[config.mk]
export PLATFORM = sky130hd
export DESIGN_NAME = intr_entry_seq
export DESIGN_NICKNAME = d
export VERILOG_FILES = /design/src/rtl/ies_pkg.sv /design/src/rtl/ies_req_qual.sv /design/src/rtl/ies_fsm.sv /design/src/rtl/ies_frame.sv /design/src/rtl/intr_entry_seq.sv
export SDC_FILE = /design/constraint.sdc
export NUM_CORES = 1
export LEC_CHECK = 0
export BUFFER_PORTS_ARGS = -buffer_cell sky130_fd_sc_hd__buf_4
export CORE_MARGIN = 5
export CORE_UTILIZATION = 60
export CTS_BUF_LIST = sky130_fd_sc_hd__clkbuf_8
export DETAILED_ROUTE_END_ITERATION = 10
export GPL_TIMING_DRIVEN = 1
export HOLD_SLACK_MARGIN = 0.05
export PLACE_DENSITY = 0.87
export SLEW_MARGIN = 20
export SYNTH_ARGS = -nofsm -noshare
export SYNTH_HDL_FRONTEND = slang
export SYNTH_HIERARCHICAL = 1
export SYNTH_SLANG_ARGS = --single-unit
[constraint.sdc]
create_clock -name clk -period 3.3 [get_ports clk]
set_input_delay 0.66 -clock clk [delete_from_list [all_inputs] [get_ports clk]]
set_output_delay 0.66 -clock clk [all_outputs]
set_load 0.03 [all_outputs]
[src/rtl/ies_pkg.sv]
package ies_pkg;
    localparam int ADDR_W   = 16;
    localparam int DATA_W   = 8;
    localparam int STAT_BRK = 4;
    localparam int STAT_ONE = 5;
    localparam logic [DATA_W-1:0] STACK_PAGE = 8'h01;
    localparam logic [ADDR_W-1:0] VEC_NMI = 16'hFFFA;
    localparam logic [ADDR_W-1:0] VEC_RST = 16'hFFFC;
    localparam logic [ADDR_W-1:0] VEC_IRQ = 16'hFFFE;
    localparam logic [ADDR_W-1:0] BRK_SKIP = 16'd2;

    typedef enum logic [1:0] {
        SRC_RESET,
        SRC_NMI,
        SRC_BREAK,
        SRC_IRQ
    } src_e;

    typedef enum logic [2:0] {
        ST_IDLE,
        ST_DUMMY_OP,
        ST_DUMMY_SIG,
        ST_PUSH_HI,
        ST_PUSH_LO,
        ST_PUSH_P,
        ST_VEC_LO,
        ST_VEC_HI
    } state_e;
endpackage

[src/rtl/ies_req_qual.sv]
module ies_req_qual
    import ies_pkg::*;
(
    input  logic clk,
    input  logic por_n,
    input  logic res_n,
    input  logic nmi_n,
    input  logic irq_n,
    input  logic brk_op,
    input  logic boundary,
    input  logic i_flag,
    input  logic take,
    output logic req,
    output src_e src
);
    logic nmi_q;
    logic nmi_pend;
    logic nmi_fall;
    logic nmi_now;

    assign nmi_fall = nmi_q & ~nmi_n;
    assign nmi_now  = nmi_pend | nmi_fall;

    // Edge memory: a falling edge stays pending until an NMI entry consumes it.
    always_ff @(posedge clk or negedge por_n) begin
        if (!por_n) begin
            nmi_q    <= 1'b1;
            nmi_pend <= 1'b0;
        end else begin
            nmi_q    <= nmi_n;
            nmi_pend <= nmi_now & ~(take && src == SRC_NMI);
        end
    end

    // Priority encoder: reset, NMI, break, IRQ.
    always_comb begin
        req = 1'b1;
        src = SRC_RESET;
        if (!res_n) begin
            src = SRC_RESET;
        end else if (boundary && nmi_now) begin
            src = SRC_NMI;
        end else if (boundary && brk_op) begin
            src = SRC_BREAK;
        end else if (boundary && !irq_n && !i_flag) begin
            src = SRC_IRQ;
        end else begin
            req = 1'b0;
            src = SRC_IRQ;
        end
    end

    // an accepted NMI leaves no edge pending behind it.
    p_nmi_consumed_r6: assert property (@(posedge clk) disable iff (!por_n)
        (take && src == SRC_NMI) |=> !nmi_pend);

    // reset is never passed over.
    p_reset_first_r8: assert property (@(posedge clk) disable iff (!por_n)
        (take && !res_n) |-> src == SRC_RESET);
endmodule

[src/rtl/ies_fsm.sv]
module ies_fsm
    import ies_pkg::*;
(
    input  logic   clk,
    input  logic   por_n,
    input  logic   req,
    input  logic   res_n,
    output state_e state,
    output logic   take,
    output logic   chain,
    output logic   busy,
    output logic   done
);
    state_e state_nx;
    logic   res_seen;

    assign take  = (state == ST_IDLE) && req;
    assign chain = (state == ST_VEC_HI) && (res_seen || !res_n);
    assign busy  = (state != ST_IDLE);
    assign done  = (state == ST_VEC_HI);

    always_comb begin
        state_nx = state;
        unique case (state)
            ST_IDLE:      state_nx = req ? ST_DUMMY_OP : ST_IDLE;
            ST_DUMMY_OP:  state_nx = ST_DUMMY_SIG;
            ST_DUMMY_SIG: state_nx = ST_PUSH_HI;
            ST_PUSH_HI:   state_nx = ST_PUSH_LO;
            ST_PUSH_LO:   state_nx = ST_PUSH_P;
            ST_PUSH_P:    state_nx = ST_VEC_LO;
            ST_VEC_LO:    state_nx = ST_VEC_HI;
            ST_VEC_HI:    state_nx = chain ? ST_DUMMY_OP : ST_IDLE;
        endcase
    end

    always_ff @(posedge clk or negedge por_n) begin
        if (!por_n) begin
            state <= ST_IDLE;
        end else begin
            state <= state_nx;
        end
    end

    // Remembers whether reset was low in any cycle of the running sequence.
    always_ff @(posedge clk or negedge por_n) begin
        if (!por_n) begin
            res_seen <= 1'b0;
        end else if (state == ST_IDLE || state == ST_VEC_HI) begin
            res_seen <= 1'b0;
        end else begin
            res_seen <= res_seen | ~res_n;
        end
    end

    // the push phase always runs into the vector fetch.
    p_push_to_vec_r1: assert property (@(posedge clk) disable iff (!por_n)
        (state == ST_PUSH_P) |=> (state == ST_VEC_LO));

    // the last vector cycle follows the first one.
    p_vec_pair_r1: assert property (@(posedge clk) disable iff (!por_n)
        (state == ST_VEC_HI) |-> ($past(state) == ST_VEC_LO));

    // reset still low at the end forces another sequence.
    p_chain_on_hold_r12: assert property (@(posedge clk) disable iff (!por_n)
        (state == ST_VEC_HI && !res_n) |=> (state == ST_DUMMY_OP));
endmodule

[src/rtl/ies_frame.sv]
module ies_frame
    import ies_pkg::*;
(
    input  logic              clk,
    input  logic              por_n,
    input  logic              load,
    input  logic              chain,
    input  src_e              src_in,
    input  logic [ADDR_W-1:0] pc_in,
    input  logic [DATA_W-1:0] sp_in,
    input  logic [DATA_W-1:0] p_in,
    output src_e              src_q,
    output logic [ADDR_W-1:0] pc_base,
    output logic [ADDR_W-1:0] ret_addr,
    output logic [ADDR_W-1:0] vec_addr,
    output logic [DATA_W-1:0] push_stat,
    output logic [DATA_W-1:0] sp_base
);
    logic [DATA_W-1:0] p_q;

    // Context is captured once per chain; a chained reset keeps PC, SP and P.
    always_ff @(posedge clk or negedge por_n) begin
        if (!por_n) begin
            src_q   <= SRC_RESET;
            pc_base <= '0;
            sp_base <= '0;
            p_q     <= '0;
        end else if (load) begin
            src_q   <= src_in;
            pc_base <= pc_in;
            sp_base <= sp_in;
            p_q     <= p_in;
        end else if (chain) begin
            src_q   <= SRC_RESET;
        end
    end

    assign ret_addr = (src_q == SRC_BREAK) ? pc_base + BRK_SKIP : pc_base;

    always_comb begin
        push_stat           = p_q;
        push_stat[STAT_ONE] = 1'b1;
        push_stat[STAT_BRK] = (src_q == SRC_BREAK);
    end

    always_comb begin
        unique case (src_q)
            SRC_RESET: vec_addr = VEC_RST;
            SRC_NMI:   vec_addr = VEC_NMI;
            SRC_BREAK: vec_addr = VEC_IRQ;
            SRC_IRQ:   vec_addr = VEC_IRQ;
        endcase
    end
endmodule

[src/rtl/intr_entry_seq.sv]
module intr_entry_seq
    import ies_pkg::*;
(
    input  logic              clk,
    input  logic              por_n,
    input  logic              res_n,
    input  logic              nmi_n,
    input  logic              irq_n,
    input  logic              brk_op,
    input  logic              boundary,
    input  logic              i_flag,
    input  logic [ADDR_W-1:0] pc_in,
    input  logic [DATA_W-1:0] sp_in,
    input  logic [DATA_W-1:0] p_in,
    input  logic [DATA_W-1:0] rdata,
    output logic [ADDR_W-1:0] addr,
    output logic [DATA_W-1:0] wdata,
    output logic              rw,
    output logic [DATA_W-1:0] sp_out,
    output logic [ADDR_W-1:0] pc_out,
    output logic              i_out,
    output logic              busy,
    output logic              done
);
    state_e            state;
    logic              take;
    logic              chain;
    logic              req;
    src_e              src;
    src_e              src_q;
    logic [ADDR_W-1:0] pc_base;
    logic [ADDR_W-1:0] ret_addr;
    logic [ADDR_W-1:0] vec_addr;
    logic [DATA_W-1:0] push_stat;
    logic [DATA_W-1:0] sp_base;
    logic [DATA_W-1:0] pcl_q;
    logic              quiet;

    ies_req_qual u_qual (
        .clk      (clk),
        .por_n    (por_n),
        .res_n    (res_n),
        .nmi_n    (nmi_n),
        .irq_n    (irq_n),
        .brk_op   (brk_op),
        .boundary (boundary),
        .i_flag   (i_flag),
        .take     (take),
        .req      (req),
        .src      (src)
    );

    ies_fsm u_fsm (
        .clk   (clk),
        .por_n (por_n),
        .req   (req),
        .res_n (res_n),
        .state (state),
        .take  (take),
        .chain (chain),
        .busy  (busy),
        .done  (done)
    );

    ies_frame u_frame (
        .clk       (clk),
        .por_n     (por_n),
        .load      (take),
        .chain     (chain),
        .src_in    (src),
        .pc_in     (pc_in),
        .sp_in     (sp_in),
        .p_in      (p_in),
        .src_q     (src_q),
        .pc_base   (pc_base),
        .ret_addr  (ret_addr),
        .vec_addr  (vec_addr),
        .push_stat (push_stat),
        .sp_base   (sp_base)
    );

    always_ff @(posedge clk or negedge por_n) begin
        if (!por_n) begin
            pcl_q <= '0;
        end else if (state == ST_VEC_LO) begin
            pcl_q <= rdata;
        end
    end

    // Reset entries keep the bus in read during the push cycles.
    assign quiet = (src_q == SRC_RESET);
    assign i_out = i_flag | done;

    // Output process: bus cycle per state.
    always_comb begin
        addr   = '0;
        wdata  = '0;
        rw     = 1'b1;
        sp_out = '0;
        pc_out = '0;
        unique case (state)
            ST_IDLE: begin
            end
            ST_DUMMY_OP: begin
                addr   = pc_base;
                sp_out = sp_base;
            end
            ST_DUMMY_SIG: begin
                addr   = pc_base + 16'd1;
                sp_out = sp_base;
            end
            ST_PUSH_HI: begin
                addr   = {STACK_PAGE, sp_base};
                wdata  = ret_addr[ADDR_W-1:DATA_W];
                rw     = quiet;
                sp_out = sp_base;
            end
            ST_PUSH_LO: begin
                addr   = {STACK_PAGE, sp_base - 8'd1};
                wdata  = ret_addr[DATA_W-1:0];
                rw     = quiet;
                sp_out = sp_base - 8'd1;
            end
            ST_PUSH_P: begin
                addr   = {STACK_PAGE, sp_base - 8'd2};
                wdata  = push_stat;
                rw     = quiet;
                sp_out = sp_base - 8'd2;
            end
            ST_VEC_LO: begin
                addr   = vec_addr;
                sp_out = sp_base - 8'd3;
            end
            ST_VEC_HI: begin
                addr   = vec_addr | 16'h0001;
                sp_out = sp_base - 8'd3;
                pc_out = {rdata, pcl_q};
            end
        endcase
    end

    // no write cycle in a reset entry.
    p_reset_quiet_r3: assert property (@(posedge clk) disable iff (!por_n)
        (busy && src_q == SRC_RESET) |-> rw);

    // every write lands in the stack page.
    p_write_stack_r2: assert property (@(posedge clk) disable iff (!por_n)
        !rw |-> (addr[ADDR_W-1:DATA_W] == STACK_PAGE));

    // final SP is one below the status push address two cycles earlier.
    p_sp_final_r2: assert property (@(posedge clk) disable iff (!por_n)
        done |-> (sp_out == $past(addr[DATA_W-1:0], 2) - 8'd1));

    // the last cycle reads the odd byte of a top-page vector.
    p_vec_odd_r9: assert property (@(posedge clk) disable iff (!por_n)
        done |-> (addr[ADDR_W-1:3] == '1 && addr[0]));

    // a start with reset released needs an instruction boundary.
    p_gated_start_r11: assert property (@(posedge clk) disable iff (!por_n)
        ($rose(busy) && $past(res_n)) |-> $past(boundary));
endmodule

**Word-level counts from Yosys, hierarchy flattened**

Index checks and enable logic that the tools add are counted.
W data, S select, Z words.

- Bits in registers: 48
- Bits of input ports: 48

- Add/sub/neg operators: 5
- Equality and inequality tests: 11
- Multiplexer cells: 20
- Bitwise operators: 8
- Reductions and logical operators: 20

Operators with widths:

| kind | count |
|---|---|
| $pmux W16 S7 | 1 |
| $pmux W16 S3 | 1 |
| $mux W16 | 2 |
| $pmux W8 S4 | 1 |
| $pmux W3 S8 | 1 |
| $pmux W8 S3 | 1 |
| $add A16 B1 Y16 const B | 1 |
| $add A16 B2 Y16 const B | 1 |
| $sub A8 B2 Y8 const B | 2 |
| $eq A3 B3 Y1 const B | 4 |
| $mux W1 | 9 |
| $mux W2 | 4 |
| $sub A8 B1 Y8 const B | 1 |
| $logic_and A1 B1 Y1 | 7 |
| $eq A3 B2 Y1 const B | 2 |
| $reduce_or A3 Y1 | 2 |
| $eq A2 B1 Y1 const B | 2 |
| $eq A2 B2 Y1 const B | 2 |
| $reduce_or A2 Y1 | 2 |
| $eq A3 B1 Y1 const B | 1 |
| $logic_not A1 Y1 | 3 |
| $logic_not A3 Y1 | 1 |
| $not A1 Y1 | 3 |
| $or A1 B1 Y1 | 3 |
| 5 further kinds | 7 |

**Depth between registers and ports, before layout**

- Depth after elaboration: 11
- Depth in mapped cells: 8
- Mapped depth without buffers: 7

**Cells and area by module**

Netlist, hierarchy kept.

By module, submodules not included:

| module | instances | cells an instance | area each (sq um) |
|---|---|---|---|
| intr_entry_seq | 1 | 261 | 1843.0 |
| ies_frame | 1 | 136 | 1659.1 |
| ies_fsm | 1 | 18 | 196.4 |
| ies_req_qual | 1 | 12 | 112.6 |

**Least setup slack after synthesis**

OpenSTA, ideal clock, no wires.

- Path type: flip-flop to output port
- Start point: reg u_frame.sp_base[5]
- End point: out sp_out[6]
- Arrival: 2.044 ns
- Data required time: 2.640 ns
- Setup slack: 0.596 ns
- Stages on the path, launching flop included: 5
- Cell sequence: dfrtp_1 > buf_6 > nor4_4 > nand2_1 > o311ai_0

- Longest elaborated chain between the ends: 2
- Elaborated cells on any way between the ends: 4
- Those cells by class: add/sub: 3; mux: 1

RTL lines:

| item | RTL line | text |
|---|---|---|
| start: declaration | ies_frame.sv:17 | `output logic [DATA_W-1:0] sp_base` |
| start signal: assignment | ies_frame.sv:31 | `sp_base <= sp_in;` |
| $sub A8 B2 Y8 (tied with other cells) | intr_entry_seq.sv:132, intr_entry_seq.sv:136 |  |
| $pmux W8 S4 (*) | intr_entry_seq.sv:101 | `unique case (state)` |
| end: declaration | intr_entry_seq.sv:19 | `output logic [DATA_W-1:0] sp_out,` |

Every way passes the cells marked *; elsewhere a longest branch is shown, timed or not.

**Worst setup path in the final report**

- Start point: reg u_frame.pc_base[2]
- End point: out wdata[7]

- Longest elaborated chain between the ends: 3

RTL lines:

| item | RTL line | text |
|---|---|---|
| start: declaration | ies_frame.sv:13 | `output logic [ADDR_W-1:0] pc_base,` |
| start signal: assignment | ies_frame.sv:30 | `pc_base <= pc_in;` |
| $add A16 B2 Y16 | ies_frame.sv:38 | `assign ret_addr = (src_q == SRC_BREAK) ? pc_base + BRK_SKIP : pc_base;` |
| $mux W16 | ies_frame.sv:38 |  |
| net ret_addr[15] | intr_entry_seq.sv:32 | `logic [ADDR_W-1:0] ret_addr;` |
| $pmux W8 S3 | intr_entry_seq.sv:101 |  |
| end: declaration | intr_entry_seq.sv:17 | `output logic [DATA_W-1:0] wdata,` |

The timed path passes the listed nets, and every way through them passes these cells.

==> out/results.ini <==
[status]
status=finished clean

[synth]
synth_mux_area_share_pct=14.9
netlist.area_leader.share_pct=29.5
ys_warn_count=6
ys_ff_latch=46
synth_top_area_cell=dfrtp_1
synth.area.top_cells=dfrtp_1, mux2_2, xor2_1, buf_4, nand2_1
synth_compound_area_share_pct=13.7
syn-instance-count=427
synth_edf_count=0
synth_common_cells=dfrtp_1, nand2_1, mux2_2
synth-main-ff-cell=dfrtp_1
yosys.area_share.adder_pct=2.30
synthArstFlopShare_pct=100
synth_top_family_by_area=simple AND/OR/NAND/NOR gates
syn_area_sq_um=3810
syn_area_per_cell_sq_um=8.93
ys_types=60
synth_xor_area_share_pct=8.50
seq_area_frac_synth_pct=30.2
synthSimpleGateAreaFrac_pct=21.8
synth.most_common_cell=dfrtp_1

[timing]
finalCritPeriodShare_pct=92.9
fin_skew_ns=0.00695
fin_setup_tns_ns=0
setup_viol_count_final=0
slew-limit-headroom_pct=55.4
slew_viol_final=0
tightestPinTransition_ns=0.669
rsz0062_at_grt=no
layout_min_cycle_time_ns=3.06
hold_viol=0
fmax_mhz=326

[routing]
post_drt_wl_per_cell_um=17.4
drc=0
num_vias=3543
drtIter0Drc=316
drt_wl_total_um=10200
ant_nets=0
viasPerCell=6.06
drt-pass1-iter-count=5

[finish]
antenna_cells=0
nNetsFinal=562
fin_area_sq_um=4570
nFillCells=452
final_util_pct=72.8
syn2layout_area_growth_pct=19.9
drive_above_1_share_pct=33.9

[clock_network]
cts_resized=0
path_clk_slew_ns=0.08
cts_root_buffer=clkbuf_8
cts_tree=done
postCtsHoldBufs=0
cts.sinks=46
h-tree-depth=2
insertion_delay_ns=0.30
clk_path_buf_depth=2
cts_made_buffers=5
cts_setup_buffers=0

[placement]
numPortBuffers=97
dpl_cell_area_sq_um=4470
hpwl_um=7520
gp_congestion=0.915

[floorplanning]
rows=29
fp.dieW_um=89.7
die_y_um=89.7
start_util_pct=60.7
core_region_area_sq_um=6280
dieArea_sq_um=8050
num_io_pins=100

[global_route]
grt_pass1_vias=3619
antenna_found_initial=0
grt_usage_pct=25.2
grt.overflow.total=0
grt_pass1_wl_um=17300
grt_max_degree=47

[setup_path]
path_class=reg -> out
arrival_ns=2.40
critPathLaunchType=flop
cp-end-kind=primary output
worstPathRequired_ns=2.64
path_max_fanout=11

[hold_path]
hp-class=in -> async

[pwr]
irDropWorstVdd_mv=0.802
powerDensity_nw_per_um2=1170
power.total_w=0.00536
leakage_nw=2.09

[job]
maxCapViolCount=0

[where the power goes]
part	total [W]	switching (W)	internal, W
clock	0.000364	0.000195	0.000169
combinational	0.00360	0.00210	0.00151
sequential	0.00139	0.000560	0.000835
[final timing paths]
path / cells after the start / from / end / slack, ns
max: 8 / u_frame/pc_base[2] / wdata[7] / 0.24
max in group asynchronous: 1 / por_n / u_qual/nmi_q / 2.55
min: 1 / por_n / u_frame/pc_base[15] / 0.35
min in group clk: 1 / nmi_n / u_qual/nmi_q / 0.47
max reg2reg: 5 / u_fsm/state[0] / u_frame/sp_base[7] / 0.83
min reg2reg: 1 / pcl_q[0] / pcl_q[0] / 0.51
[placed cells by master (no fill, tap or decap), drive strengths merged, types with 2 or more instances in the layout]
cell type	Yosys	layout
nand2	43	43
ha	7	7
buf	35	103
o221ai	2	2
a22o	2	2
a31oi	11	11
a21oi	12	12
o22ai	4	4
and2	18	18
nor2b	5	5
nor3	13	13
o21ai	31	31
clkbuf	8	6
nand3	13	13
o21a	2	2
a22oi	6	6
dfrtp	45	45
inv	13	13
mux2i	13	13
xor2	20	20
nor2	20	20
or2b	2	2
conb	2	15
or2	3	3
and4	2	2
xnor2	17	17
nand2b	3	3
nand4	7	7
mux2	39	39
o211ai	3	3
and3	10	10
[worst max-delay path, stage by stage (launching register included)]
cell and delay [ns]:
dfrtp_1 0.62, ha_1 0.23, and3b_1 0.28, nand4_2 0.19
nor3_2 0.21, xor2_1 0.20, nand2_1 0.06, o21ai_0 0.11
buf_4 0.21
[metrics by stage]
step,hold slack (ns),setup WS (ns),std cells
after global routing,0.395,0.140,585
after detailed placement,0.491,0.674,577
after global placement,0.480,0.724,577
final,0.353,0.236,585
after CTS,0.380,0.270,585
after floorplan,0.364,0.596,440
[flip-flops by register name (all words and copies together) (netlist names)]
register / count
u_qual/nmi_q: 1
u_qual/nmi_pend: 1
u_frame/pc_base: 16
u_frame/p_q: 6
u_fsm/res_seen: 1
pcl_q: 8
u_frame/sp_base: 8
u_fsm/state: 3
u_frame/src_q: 2
[logic make-up after synthesis]
group	Yosys count
compound gates	84
fa+ha+maj	7
mux	52
flops	46
buf+inv	56
simple gates	143
other cells	2
xor+xnor	37
[routing by layer]
metal	GRT usage, %	vias up	share of wire (%)
li1	-	1624	-
met1	30.9	1691	38
met2	42.4	198	50
met3	6.51	30	9.2
met4	9.19	0	2.1
met5	0	-	0
[layout make-up]
class	instances	area, sq um	share of cell area (%)
multi-input combinational	338	2390	52.3
clock inverter	2	12.5	0.274
sequential	46	1150	25.2
clock buffer	6	82.6	1.81
inverter	13	48.8	1.07
tap	77	96.3	2.11
timing repair buffer	103	786	17.2
Power figures use the tool's default switching activity.
